$ cat src/rtl/hzd_pkg.sv
package hzd_pkg;
  typedef struct packed {
    logic raw;
    logic war;
    logic waw;
    logic ovf;
  } hzd_cause_t;
endpackage

$ cat src/rtl/hzd_decode.sv
module hzd_decode #(
  parameter int unsigned NUM   = 16,
  parameter int unsigned IDX_W = 4
) (
  input  logic [IDX_W-1:0] idx_i,
  input  logic             en_i,
  output logic [NUM-1:0]   oh_o
);
  // entry 0 is never selected
  always_comb begin
    oh_o = '0;
    for (int i = 1; i < NUM; i++) begin
      if (en_i && (idx_i == IDX_W'(i))) oh_o[i] = 1'b1;
    end
  end
endmodule

$ cat src/rtl/hzd_entry.sv
module hzd_entry
  import hzd_pkg::*;
#(
  parameter int unsigned CNT_W = 3
) (
  input  logic             clk_i,
  input  logic             rst_ni,
  input  logic [1:0]       src_hits_i,
  input  logic             dst_hit_i,
  input  logic             issue_i,
  input  logic             rd_hit_i,
  input  logic             wb_hit_i,
  output hzd_cause_t       cause_o,
  output logic [CNT_W-1:0] cnt_o,
  output logic             pend_o
);
  localparam int unsigned CNT_MAX = (1 << CNT_W) - 1;

  logic [CNT_W-1:0] cnt_q, cnt_d;
  logic             pend_q, pend_d;
  logic [CNT_W:0]   sum;
  logic [1:0]       inc;
  logic             dec;

  assign sum = {1'b0, cnt_q} + (CNT_W+1)'(src_hits_i);

  always_comb begin
    cause_o.raw = (src_hits_i != 2'd0) && pend_q;
    cause_o.war = dst_hit_i && (cnt_q != '0);
    cause_o.waw = dst_hit_i && pend_q;
    cause_o.ovf = (sum > (CNT_W+1)'(CNT_MAX));
  end

  assign inc    = issue_i ? src_hits_i : 2'd0;
  assign dec    = rd_hit_i && (cnt_q != '0);
  assign cnt_d  = cnt_q + CNT_W'(inc) - CNT_W'(dec);
  assign pend_d = (pend_q && !wb_hit_i) || (issue_i && dst_hit_i);

  always_ff @(posedge clk_i or negedge rst_ni) begin
    if (!rst_ni) begin
      cnt_q  <= '0;
      pend_q <= 1'b0;
    end else begin
      cnt_q  <= cnt_d;
      pend_q <= pend_d;
    end
  end

  assign cnt_o  = cnt_q;
  assign pend_o = pend_q;
endmodule

$ cat src/rtl/reg_hazard_table.sv
module reg_hazard_table
  import hzd_pkg::*;
#(
  parameter int unsigned NUM_REGS = 16,
  parameter int unsigned CNT_W    = 3,
  localparam int unsigned IDX_W   = $clog2(NUM_REGS)
) (
  input  logic             clk_i,
  input  logic             rst_ni,
  input  logic             req_valid_i,
  input  logic [IDX_W-1:0] src_a_i,
  input  logic [IDX_W-1:0] src_b_i,
  input  logic [IDX_W-1:0] dst_i,
  output logic             issue_ok_o,
  input  logic             rd_done_i,
  input  logic [IDX_W-1:0] rd_done_reg_i,
  input  logic             wb_i,
  input  logic [IDX_W-1:0] wb_reg_i
);
  logic [NUM_REGS-1:0] a_oh, b_oh, d_oh, rd_oh, wb_oh;
  logic [NUM_REGS-1:0] raw_v, war_v, waw_v, ovf_v;
  logic [NUM_REGS-1:0] pend_vec;
  logic [CNT_W-1:0]    cnt_vec [NUM_REGS];
  logic                issue_go;

  hzd_decode #(.NUM(NUM_REGS), .IDX_W(IDX_W)) u_dec_a
    (.idx_i(src_a_i), .en_i(1'b1), .oh_o(a_oh));
  hzd_decode #(.NUM(NUM_REGS), .IDX_W(IDX_W)) u_dec_b
    (.idx_i(src_b_i), .en_i(1'b1), .oh_o(b_oh));
  hzd_decode #(.NUM(NUM_REGS), .IDX_W(IDX_W)) u_dec_d
    (.idx_i(dst_i), .en_i(1'b1), .oh_o(d_oh));
  hzd_decode #(.NUM(NUM_REGS), .IDX_W(IDX_W)) u_dec_rd
    (.idx_i(rd_done_reg_i), .en_i(rd_done_i), .oh_o(rd_oh));
  hzd_decode #(.NUM(NUM_REGS), .IDX_W(IDX_W)) u_dec_wb
    (.idx_i(wb_reg_i), .en_i(wb_i), .oh_o(wb_oh));

  for (genvar g = 0; g < NUM_REGS; g++) begin : g_reg
    if (g == 0) begin : g_zero
      assign raw_v[g]    = 1'b0;
      assign war_v[g]    = 1'b0;
      assign waw_v[g]    = 1'b0;
      assign ovf_v[g]    = 1'b0;
      assign pend_vec[g] = 1'b0;
      assign cnt_vec[g]  = '0;
    end else begin : g_trk
      hzd_cause_t cause;
      hzd_entry #(.CNT_W(CNT_W)) u_entry (
        .clk_i      (clk_i),
        .rst_ni     (rst_ni),
        .src_hits_i ({1'b0, a_oh[g]} + {1'b0, b_oh[g]}),
        .dst_hit_i  (d_oh[g]),
        .issue_i    (issue_go),
        .rd_hit_i   (rd_oh[g]),
        .wb_hit_i   (wb_oh[g]),
        .cause_o    (cause),
        .cnt_o      (cnt_vec[g]),
        .pend_o     (pend_vec[g])
      );
      assign raw_v[g] = cause.raw;
      assign war_v[g] = cause.war;
      assign waw_v[g] = cause.waw;
      assign ovf_v[g] = cause.ovf;
    end
  end

  assign issue_ok_o = !(|raw_v || |war_v || |waw_v || |ovf_v);
  assign issue_go   = req_valid_i && issue_ok_o;
endmodule

$ cat config.mk
export PLATFORM = sky130hd
export DESIGN_NAME = reg_hazard_table
export DESIGN_NICKNAME = d
export VERILOG_FILES = /design/src/rtl/hzd_pkg.sv /design/src/rtl/hzd_decode.sv /design/src/rtl/hzd_entry.sv /design/src/rtl/reg_hazard_table.sv
export SDC_FILE = /design/constraint.sdc
export NUM_CORES = 1
export LEC_CHECK = 0
export ABC_CLOCK_PERIOD_IN_PS = 4090
export BUFFER_PORTS_ARGS = -buffer_cell sky130_fd_sc_hd__buf_2
export CAP_MARGIN = 10
export CORE_MARGIN = 4
export CORE_UTILIZATION = 29
export CTS_CLUSTER_DIAMETER = 50
export CTS_CLUSTER_SIZE = 40
export DETAILED_ROUTE_END_ITERATION = 10
export MAX_ROUTING_LAYER = met4
export SLEW_MARGIN = 10
export SYNTH_ARGS = -nofsm -noshare
export SYNTH_HDL_FRONTEND = slang
export SYNTH_SLANG_ARGS = --single-unit
export TNS_END_PERCENT = 100
$ cat constraint.sdc
create_clock -name clk_i -period 4.09 [get_ports clk_i]
set_input_delay 0 -clock clk_i [delete_from_list [all_inputs] [get_ports clk_i]]
set_output_delay 0 -clock clk_i [all_outputs]
set_load 0.01 [all_outputs]
; ---- Word level (Yosys, flattened, before mapping)
; Cells that the tools add are included.
; Widths: inputs -> output; s select.
[word_totals]
elab_cells = 459
in_bits = 25
out_inout_bits = 1
ff_bits = 60
[op_classes]
muxes = 90
eq_ne = 75
addsub = 60
reduce_logical = 189
magnitude_cmp = 15
[op_table]
columns = cell, count
row1 = $eq 4x4->1 const B, 40
row2 = $logic_and 1x1->1, 121
row3 = $eq 4x3->1 const B, 20
row4 = $mux 1, 75
row5 = $add 3x2->4, 15
row6 = $gt 4x3->1 const B, 15
row7 = $reduce_or 15->1, 4
row8 = $add 3x2->3, 15
row9 = $reduce_bool 3->1, 15
row10 = $sub 3x1->3, 15
row11 = $eq 4x2->1 const B, 10
row12 = $add 1x1->2, 15
row13 = $mux 2, 15
row14 = $reduce_bool 2->1, 15
row15 = $eq 4x1->1 const B, 5
row16 = $logic_or 1x1->1, 18
row17 = $logic_not 1->1, 16

; ---- Depth between registers and ports, before layout
; Gate-level depths: netlist (run 1).
[logic_depth]
depth_word = 14
mapped_depth = 17

; ---- Hierarchy
; Synthesis (run 1) repeated with hierarchy kept, for this count alone.
[hier_totals]
hier_cells = 578
area_unflattened_um2 = 4913.5
[modules_own_cells]
columns = mod, cells_each, n_inst, seq_area_each_um2, area_each_um2
row1 = hzd_entry, 28, 15, 100.1, 266.5
row2 = hzd_decode, 24, 5, 0.0, 116.4
row3 = reg_hazard_table, 38, 1, 0.0, 334.1

; ---- Worst setup path after synthesis (run 1)
; Ideal clock, no wire load.
[synth_timing]
path_type = input to register
startpoint = input src_b_i[3]
endpoint = register g_reg[7].g_trk.u_entry.cnt_q[2]
cell_stages = 16
t_arrival_ns = 3.244
required_time_ns = 4.010
setup_slack_ns = 0.766
setup_ns = 0.080
cell_sequence = nor2b_1 > nand2_1 > inv_1 > ha_1 > ha_1 > a31o_2 > a2111oi_2 > nor4b_4 > nand3_2 > buf_6 > or3b_1 > ha_1 > inv_1 > fa_1 > xnor2_1 > xnor2_1
[synth_via]
elab_chain_cells = 14
word_cells_on_any_way = 115
cone_classes = 32 x add/sub / 15 x order compare / 15 x eq/ne / 16 x mux / 37 x reduce/logical
[synth_lines]
columns = element, line
row1 = start: declaration, reg_hazard_table.sv:12  ; input logic [IDX_W-1:0] src_b_i,
row2 = "parallel branches: the longest is 11 deep, another holds $add 3x2->4", --
row3 = $mux 2 *, hzd_entry.sv:34  ; assign inc = issue_i ? src_hits_i : 2'd0;
row4 = $add 3x2->3 *, hzd_entry.sv:36  ; assign cnt_d = cnt_q + CNT_W'(inc) - CNT_W'(dec);
row5 = $sub 3x1->3 *, hzd_entry.sv:36
row6 = net g_reg[7].g_trk.u_entry.cnt_d[2], hzd_entry.sv:19  ; logic [CNT_W-1:0] cnt_q, cnt_d;
row7 = end signal: assignment, hzd_entry.sv:44  ; cnt_q <= cnt_d;
row8 = end: declaration, hzd_entry.sv:19
; Mark *: on every way through the listed nets, which the timed path passes.

; ---- Worst setup path after layout (run 1)
[layout_timing]
startpoint = register g_reg[1].g_trk.u_entry.cnt_q[1]
endpoint = register g_reg[10].g_trk.u_entry.cnt_q[2]
[layout_via]
elab_chain_cells = 11
word_cells_on_any_way = 14
cone_classes = 3 x add/sub / 1 x order compare / 1 x mux / 9 x reduce/logical
[layout_lines]
columns = element, line
row1 = start: declaration, hzd_entry.sv:19
row2 = start signal: assignment, hzd_entry.sv:44
row3 = "parallel branches: the longest is 5 deep, another holds $add 3x2->4", --
row4 = $logic_or 1x1->1 *, reg_hazard_table.sv:66  ; assign issue_ok_o = !(|raw_v || |war_v || |waw_v || |ovf_v);
row5 = $logic_not 1->1 *, reg_hazard_table.sv:66
row6 = $logic_and 1x1->1 *, reg_hazard_table.sv:67  ; assign issue_go = req_valid_i && issue_ok_o;
row7 = $mux 2 *, hzd_entry.sv:34
row8 = $add 3x2->3 *, hzd_entry.sv:36
row9 = $sub 3x1->3 *, hzd_entry.sv:36
row10 = net g_reg[10].g_trk.u_entry.cnt_d[2], hzd_entry.sv:19
row11 = end signal: assignment, hzd_entry.sv:44
row12 = end: declaration, hzd_entry.sv:19
; Marks and branches as above.

==> reports/results.txt, run 1 <==
Outcome: finished, final reports clean
Vias in the first global route: 4,208
Largest net degree at the start of global routing: 33
Flop pwr share: 38.6%
Antenna violations before repair: 1
First-pass GRT wire length: 22,780 um
Endpoints failing setup: 0
RSZ-0062 raised after global routing: false
Critical path arrival: 3.81 ns
Die Y-Extent: 142.8 um
Post-cts resize count: 0
Total CTS buffers: 9
Syn Inst Count: 583
Slew Limit Fails: 0
Worst Tran Pin Value: 0.7912 ns
CTS tree: done
Final setup TNS: 0 ns
Initial DRC Count: 458
Count of port buffers added during placement: 25
Area grow syn2layout: 12.44%
First drt pass iteration count: 7
Tcrit/Tclk final: 86.86%
Root buffer cell: clkbuf_16
Site Rows: 49
Synth area leader: dfrtp_1
Worst-skew pair later-pin latency: 0.33 ns
Post-synth EDFFs: 0
CTS H-tree depth: 3
R2R cell count: 12
Reg clk slew, reported paths: 0.05 ns
Hold Path Stages: 4
Antenna Nets Post-Route: 0
Core Box Area: 17,900 um^2
Post-layout util: 33.09%
Final hold violation count: 0
Vias post-DR: 4,175
Fmax: 0.2815 GHz
Final wirelength: 13,830 um
Clock power frac: 21.7%
GP Congestion: 0.9832
Nets: 748
Syn avg cell area: 9.037 um^2
Power density over the cells: 525.0 nW/um^2
Critical-path maximum fanout: 9
Clock buffer depth: 2
GRT overflow: 0
Synth top area cells: dfrtp_1 (28%), ha_1 (22%), inv_1 (9.5%), fa_1 (5.7%), xnor2_1 (4.2%)
Via/cell ratio: 4.912
HPWL after detailed placement: 11,140 um
Starting Density: 29.43%
Leak pwr: 2.812 nW
Synth Register Bits: 60
NetSw: 1.225 mW
Fin crit period: 3.553 ns
Ys async rst share: 100.0%
Area of the die: 20,390 um^2
Final Skew: 0.004580 ns
Share of layout cells above drive strength 1: 9.516%
Synth Warn #: 0
Hold Path Class: in2reg
Max VDD drop: 0.0002368 V
Most frequent cells in the layout: inv_1 (133), ha_1 (91), dfrtp_1 (60)
Crit Path Class: reg2reg
Critical path endpoint category: flop
CP required: 4.34 ns
Cell Area, Synth: 5269 um^2
Int Power: 1.885 mW
Max Cap Violations: 0
Comb pwr share: 39.7%
Net Sw Frac: 39.39%
Overall routing resource usage: 14.91%
Syn_nets: 714
Relative slew slack: 47.25%
Num ports: 26
Wirelength per Cell: 16.26 um
Num Clock Sinks: 60
DRC violations left: 0
Crit start category: flop
Most common cell after layout, fill and taps aside: inv_1
Top FF cell, synth: dfrtp_1
Synth unique cells: 53
Chip width: 142.8 um
Register area share after synthesis: 28.50%
Top cell type's share of synthesized area: 28.50%
## Yosys cell counts (all sizes together), types with 3 or more instances
cell     instances
inv            133
o2111ai          4
xor2             5
a21oi            4
fa              15
nand2b          18
xnor2           25
or2              6
o32ai            3
or3b            16
nor2b            5
o41ai            3
nand4b           3
dfrtp           60
o22ai            4
nor4             7
nand2           22
buf              9
nor2            27
ha              91
nand3           12
nand3b           5
o31ai           10
nor3            33
o21ai           23
nand4           15
## sequential cells by signal, indices dropped and copies added (netlist names)
signal and count:
g.g_trk.u_entry.pend_o 15, g.g_trk.u_entry.cnt_o 45
## stage by stage
step | cell area (um^2) | power, mW | std cells | hold slack, ns | worst slack [ns]
5_1_grt | 5924 | 3.412 | 850 | 0.08908 | 0.3398
2_1_floorplan | 5269 | 2.063 | 583 | -0.2956 | 0.7659
3_5_place_dp | 5654 | 2.447 | 834 | 0.1289 | 0.3099
3_3_place_gp | 5654 | 2.391 | 834 | 0.1290 | 0.3494
6_report | 5924 | 3.110 | 850 | 0.07479 | 0.5373
4_1_cts | 5922 | 3.144 | 849 | 0.05731 | 0.5869
## routing by layer
metal / GRT usage [%] / vias up / routed length (um) / part of all wire, %
li1: - / 2021 / - / -
met1: 20.75 / 2010 / 6677 / 48
met2: 21.61 / 129 / 6033 / 44
met3: 3.248 / 15 / 916 / 6.6
met4: 4.652 / 0 / 197 / 1.4
met5: - / - / 0 / 0
## critical path, cell delays in order, from the launching register on
cell and delay [ns]:
dfrtp_1 0.42, nor4_1 0.47, a2111oi_0 0.17, a211oi_1 0.35, o311a_1 0.29, nand3_2 0.10
buf_4 0.18, or3b_1 0.35, ha_1 0.28, inv_1 0.05, fa_1 0.42, xnor2_1 0.23
xnor2_1 0.15
## final timing paths
kind / startpoint / end / slack [ns]
worst max-delay path: g_reg[1].g_trk.u_entry.cnt_o[1]$_DFF_PN0_ / g_reg[10].g_trk.u_entry.cnt_o[2]$_DFF_PN0_ / 0.54
worst min-delay path: wb_reg_i[3] / g_reg[1].g_trk.u_entry.pend_o$_DFF_PN0_ / 0.07
worst max register to register: g_reg[1].g_trk.u_entry.cnt_o[1]$_DFF_PN0_ / g_reg[10].g_trk.u_entry.cnt_o[2]$_DFF_PN0_ / 0.54
worst min register to register: g_reg[1].g_trk.u_entry.pend_o$_DFF_PN0_ / g_reg[1].g_trk.u_entry.pend_o$_DFF_PN0_ / 0.52
max in group asynchronous: rst_ni / g_reg[8].g_trk.u_entry.cnt_o[2]$_DFF_PN0_ / 2.91
min in group asynchronous: rst_ni / g_reg[15].g_trk.u_entry.pend_o$_DFF_PN0_ / 0.29
## power groups by stage
stage          logic, mW  clock network, mW  registers [mW]
2_1_floorplan      0.972                  0            1.09
3_3_place_gp        1.19                  0            1.20
3_5_place_dp        1.25                  0            1.20
4_1_cts             1.25              0.697            1.20
5_1_grt             1.44              0.732            1.24
6_report            1.23              0.676            1.20
## final cells by class
type	count	area [um^2]
well taps	229	286.5
multi-input cells	380	3189
inverters	133	499.2
fillers	1880	11980
diodes	1	2.502
clock inverters	3	15.01
repair buffers	33	187.7
flip-flops and latches	60	1501
clock buffers	11	242.7
## logic make-up after synthesis
| family | share of synthesized area [%] |
|---|---|
| buffers and inverters | 10.97 |
| xor gates and xnor gates | 4.987 |
| adders and majority gates | 27.31 |
| AOI/OAI and AO/OA | 8.834 |
| DFF | 28.50 |
| and+or+nand+nor | 19.40 |
## what timing repair did
action                                  in CTS  in global routing
hold endpoints to repair                    31                  0
hold buffers                                 1                  0
buffers inserted                             0                  0
endpoints found under the setup margin       0                  0
Note: power is estimated with default switching activity, not from simulation.
==> run 2, diff against run 1 <==
REMOVE_ABC_BUFFERS = 1   (was unset)
==> reports/results.txt, run 2 (synthesis results as in run 1) <==
Tcrit/Tclk final: 87.20%
Worst R2R Setup Slack: 0.52 ns
Number of flip-flops in the largest register: 45
Final setup TNS: 0 ns
Critical-path maximum fanout: 10
Final wirelength: 13,910 um
CTS tree: done
Post-layout util: 33.15%
Max VDD drop: 0.0002210 V
GP Congestion: 0.9116
Met2 usage: 21.04%
Wirelength per Cell: 16.36 um
Num ports: 26
Nets: 748
Largest net degree at the start of global routing: 35
Chip width: 142.8 um
First drt pass iteration count: 5
Clock buffer depth: 2
Post CTS Setup Buffer Count: 0
GRT overflow: 0
DRC violations left: 0
Placed cells: 834
Worst hold path startpoint: wb_reg_i[2]
CP max stage delay: 0.51 ns
Cell Area, Placed: 5654 um^2
Endpoints failing setup: 0
Final hold violation count: 0
Final Cell Area: 5934 um^2
Met1 usage: 21.18%
Area of the die: 20,390 um^2
CP required: 4.35 ns
Final Skew: 0.006704 ns
RSZ-0062 raised after global routing: false
Antenna violations before repair: 0
NetSw: 1.234 mW
Reg clk slew, reported paths: 0.05 ns
Root buffer cell: clkbuf_16
Critical path endpoint category: flop
Int Power: 1.901 mW
Initial DRC Count: 270
Comb pwr share: 39.2%
Finished Layout Cells: 850
Slew Limit Fails: 0
Global route hottest layer: met1
Num Clock Sinks: 60
Clock power frac: 22.6%
Fmax: 0.2804 GHz
Total CTS buffers: 9
Hold_ws: 0.04849 ns
Worst-skew pair later-pin latency: 0.35 ns
Antenna Nets Post-Route: 0
Reg2reg start: g_reg[11].g_trk.u_entry.cnt_o[2]$_DFF_PN0_
Overall routing resource usage: 15.06%
Fin crit period: 3.566 ns
N_diodes: 0
Relative slew slack: 43.10%
Share of layout cells above drive strength 1: 9.501%
Met3 GRT Util: 3.583%
Vias in the first global route: 4,196
Most frequent cells in the layout: inv_1 (133), ha_1 (91), dfrtp_1 (60)
Site Rows: 49
CTS H-tree depth: 3
Power density over the cells: 528.1 nW/um^2
Worst setup startpoint: g_reg[11].g_trk.u_entry.cnt_o[2]$_DFF_PN0_
Core Box Area: 17,900 um^2
Via/cell ratio: 4.952
Die Y-Extent: 142.8 um
First-pass GRT wire length: 22,680 um
Crit Path Class: reg2reg
Count of port buffers added during placement: 25
Most used cell, CP: xnor2_1
Crit start category: flop
Max Cap Violations: 0
Outcome: finished, final reports clean
HPWL after detailed placement: 11,250 um
Leak pwr: 2.816 nW
Starting Density: 29.43%
Hold Path Class: in2reg
Flop pwr share: 38.2%
Worst Tran Pin Value: 0.8535 ns
Vias post-DR: 4,209
Slowest cell on crit path: nor3_1
Area grow syn2layout: 12.63%
Most common cell after layout, fill and taps aside: inv_1
Critical path arrival: 3.83 ns
Worst path cell trace: nor3_1 -> o22ai_1 -> a211oi_1 -> o311a_1 -> nand3_2 -> buf_4 -> or3b_1 -> ha_1 -> inv_1 -> fa_1 -> xnor2_1 -> xnor2_1
Net Sw Frac: 39.36%
[run 2: cell types whose count changed in the layout (fill, tap and decap cells not counted), sizes merged]
| cell | change |
|---|---|
| diode | -1 |
| clkbuf | +2 |
| clkinv | -1 |
[run 2: per-layer routing]
metal / up-vias / wire length (um) / share of wire [%]
met4: 0 / 267 / 1.9
met2: 121 / 6027 / 43
li1: 2035 / - / -
met3: 23 / 933 / 6.7
met5: - / 0 / 0
met1: 2030 / 6681 / 48
[run 2: path summary, 6_finish.rpt]
check,cells past startpoint,to
max,12,g_reg[14].g_trk.u_entry.cnt_o[2]$_DFF_PN0_
min,4,g_reg[1].g_trk.u_entry.pend_o$_DFF_PN0_
max reg2reg,12,g_reg[14].g_trk.u_entry.cnt_o[2]$_DFF_PN0_
min reg2reg,2,g_reg[1].g_trk.u_entry.pend_o$_DFF_PN0_
max in group asynchronous,3,g_reg[14].g_trk.u_entry.cnt_o[2]$_DFF_PN0_
min in group asynchronous,2,g_reg[1].g_trk.u_entry.pend_o$_DFF_PN0_
[run 2: final cells by class]
cell class | count | area, um^2
Fill cell | 1875 | 11970
Multi-Input combinational cell | 380 | 3189
Sequential cell | 60 | 1501
Inverter | 133 | 499.2
Tap cell | 229 | 286.5
Clock buffer | 13 | 260.3
Timing Repair Buffer | 33 | 187.7
Clock inverter | 2 | 10.01
[run 2: power by group through the flow]
stage | Combinational, mW | Clock (mW) | Sequential, mW
6_report | 1.23 | 0.708 | 1.20
5_1_grt | 1.43 | 0.756 | 1.24
4_1_cts | 1.25 | 0.727 | 1.19
3_5_place_dp | 1.24 | 0 | 1.20
3_3_place_gp | 1.19 | 0 | 1.19
2_1_floorplan | 0.945 | 0 | 1.09
[run 2: stage by stage]
step                setup slack, ns  total power, mW
floorplan                    0.6173            2.037
global placement             0.3395            2.387
detailed placement           0.2732            2.437
CTS                          0.5728            3.168
global route                 0.3459            3.431
finish                       0.5236            3.134
[run 2: critical path: cells and delay by family, from the launching register on]
family	cells	cell delay, ns
AND/OR/NAND/NOR	3	0.96
AO/OA/AOI/OAI	3	0.77
adder cells (fa/ha/maj)	2	0.71
flip-flops	1	0.42
XOR/XNOR	2	0.36
buffers and inverters	2	0.24
[run 2: timing repair]
item / 4_1_cts / 5_1_grt
resized for setup: 0 / 0
setup endpoints to repair: 0 / 0
endpoints found under the hold margin: 33 / 0
hold buffers: 1 / 0
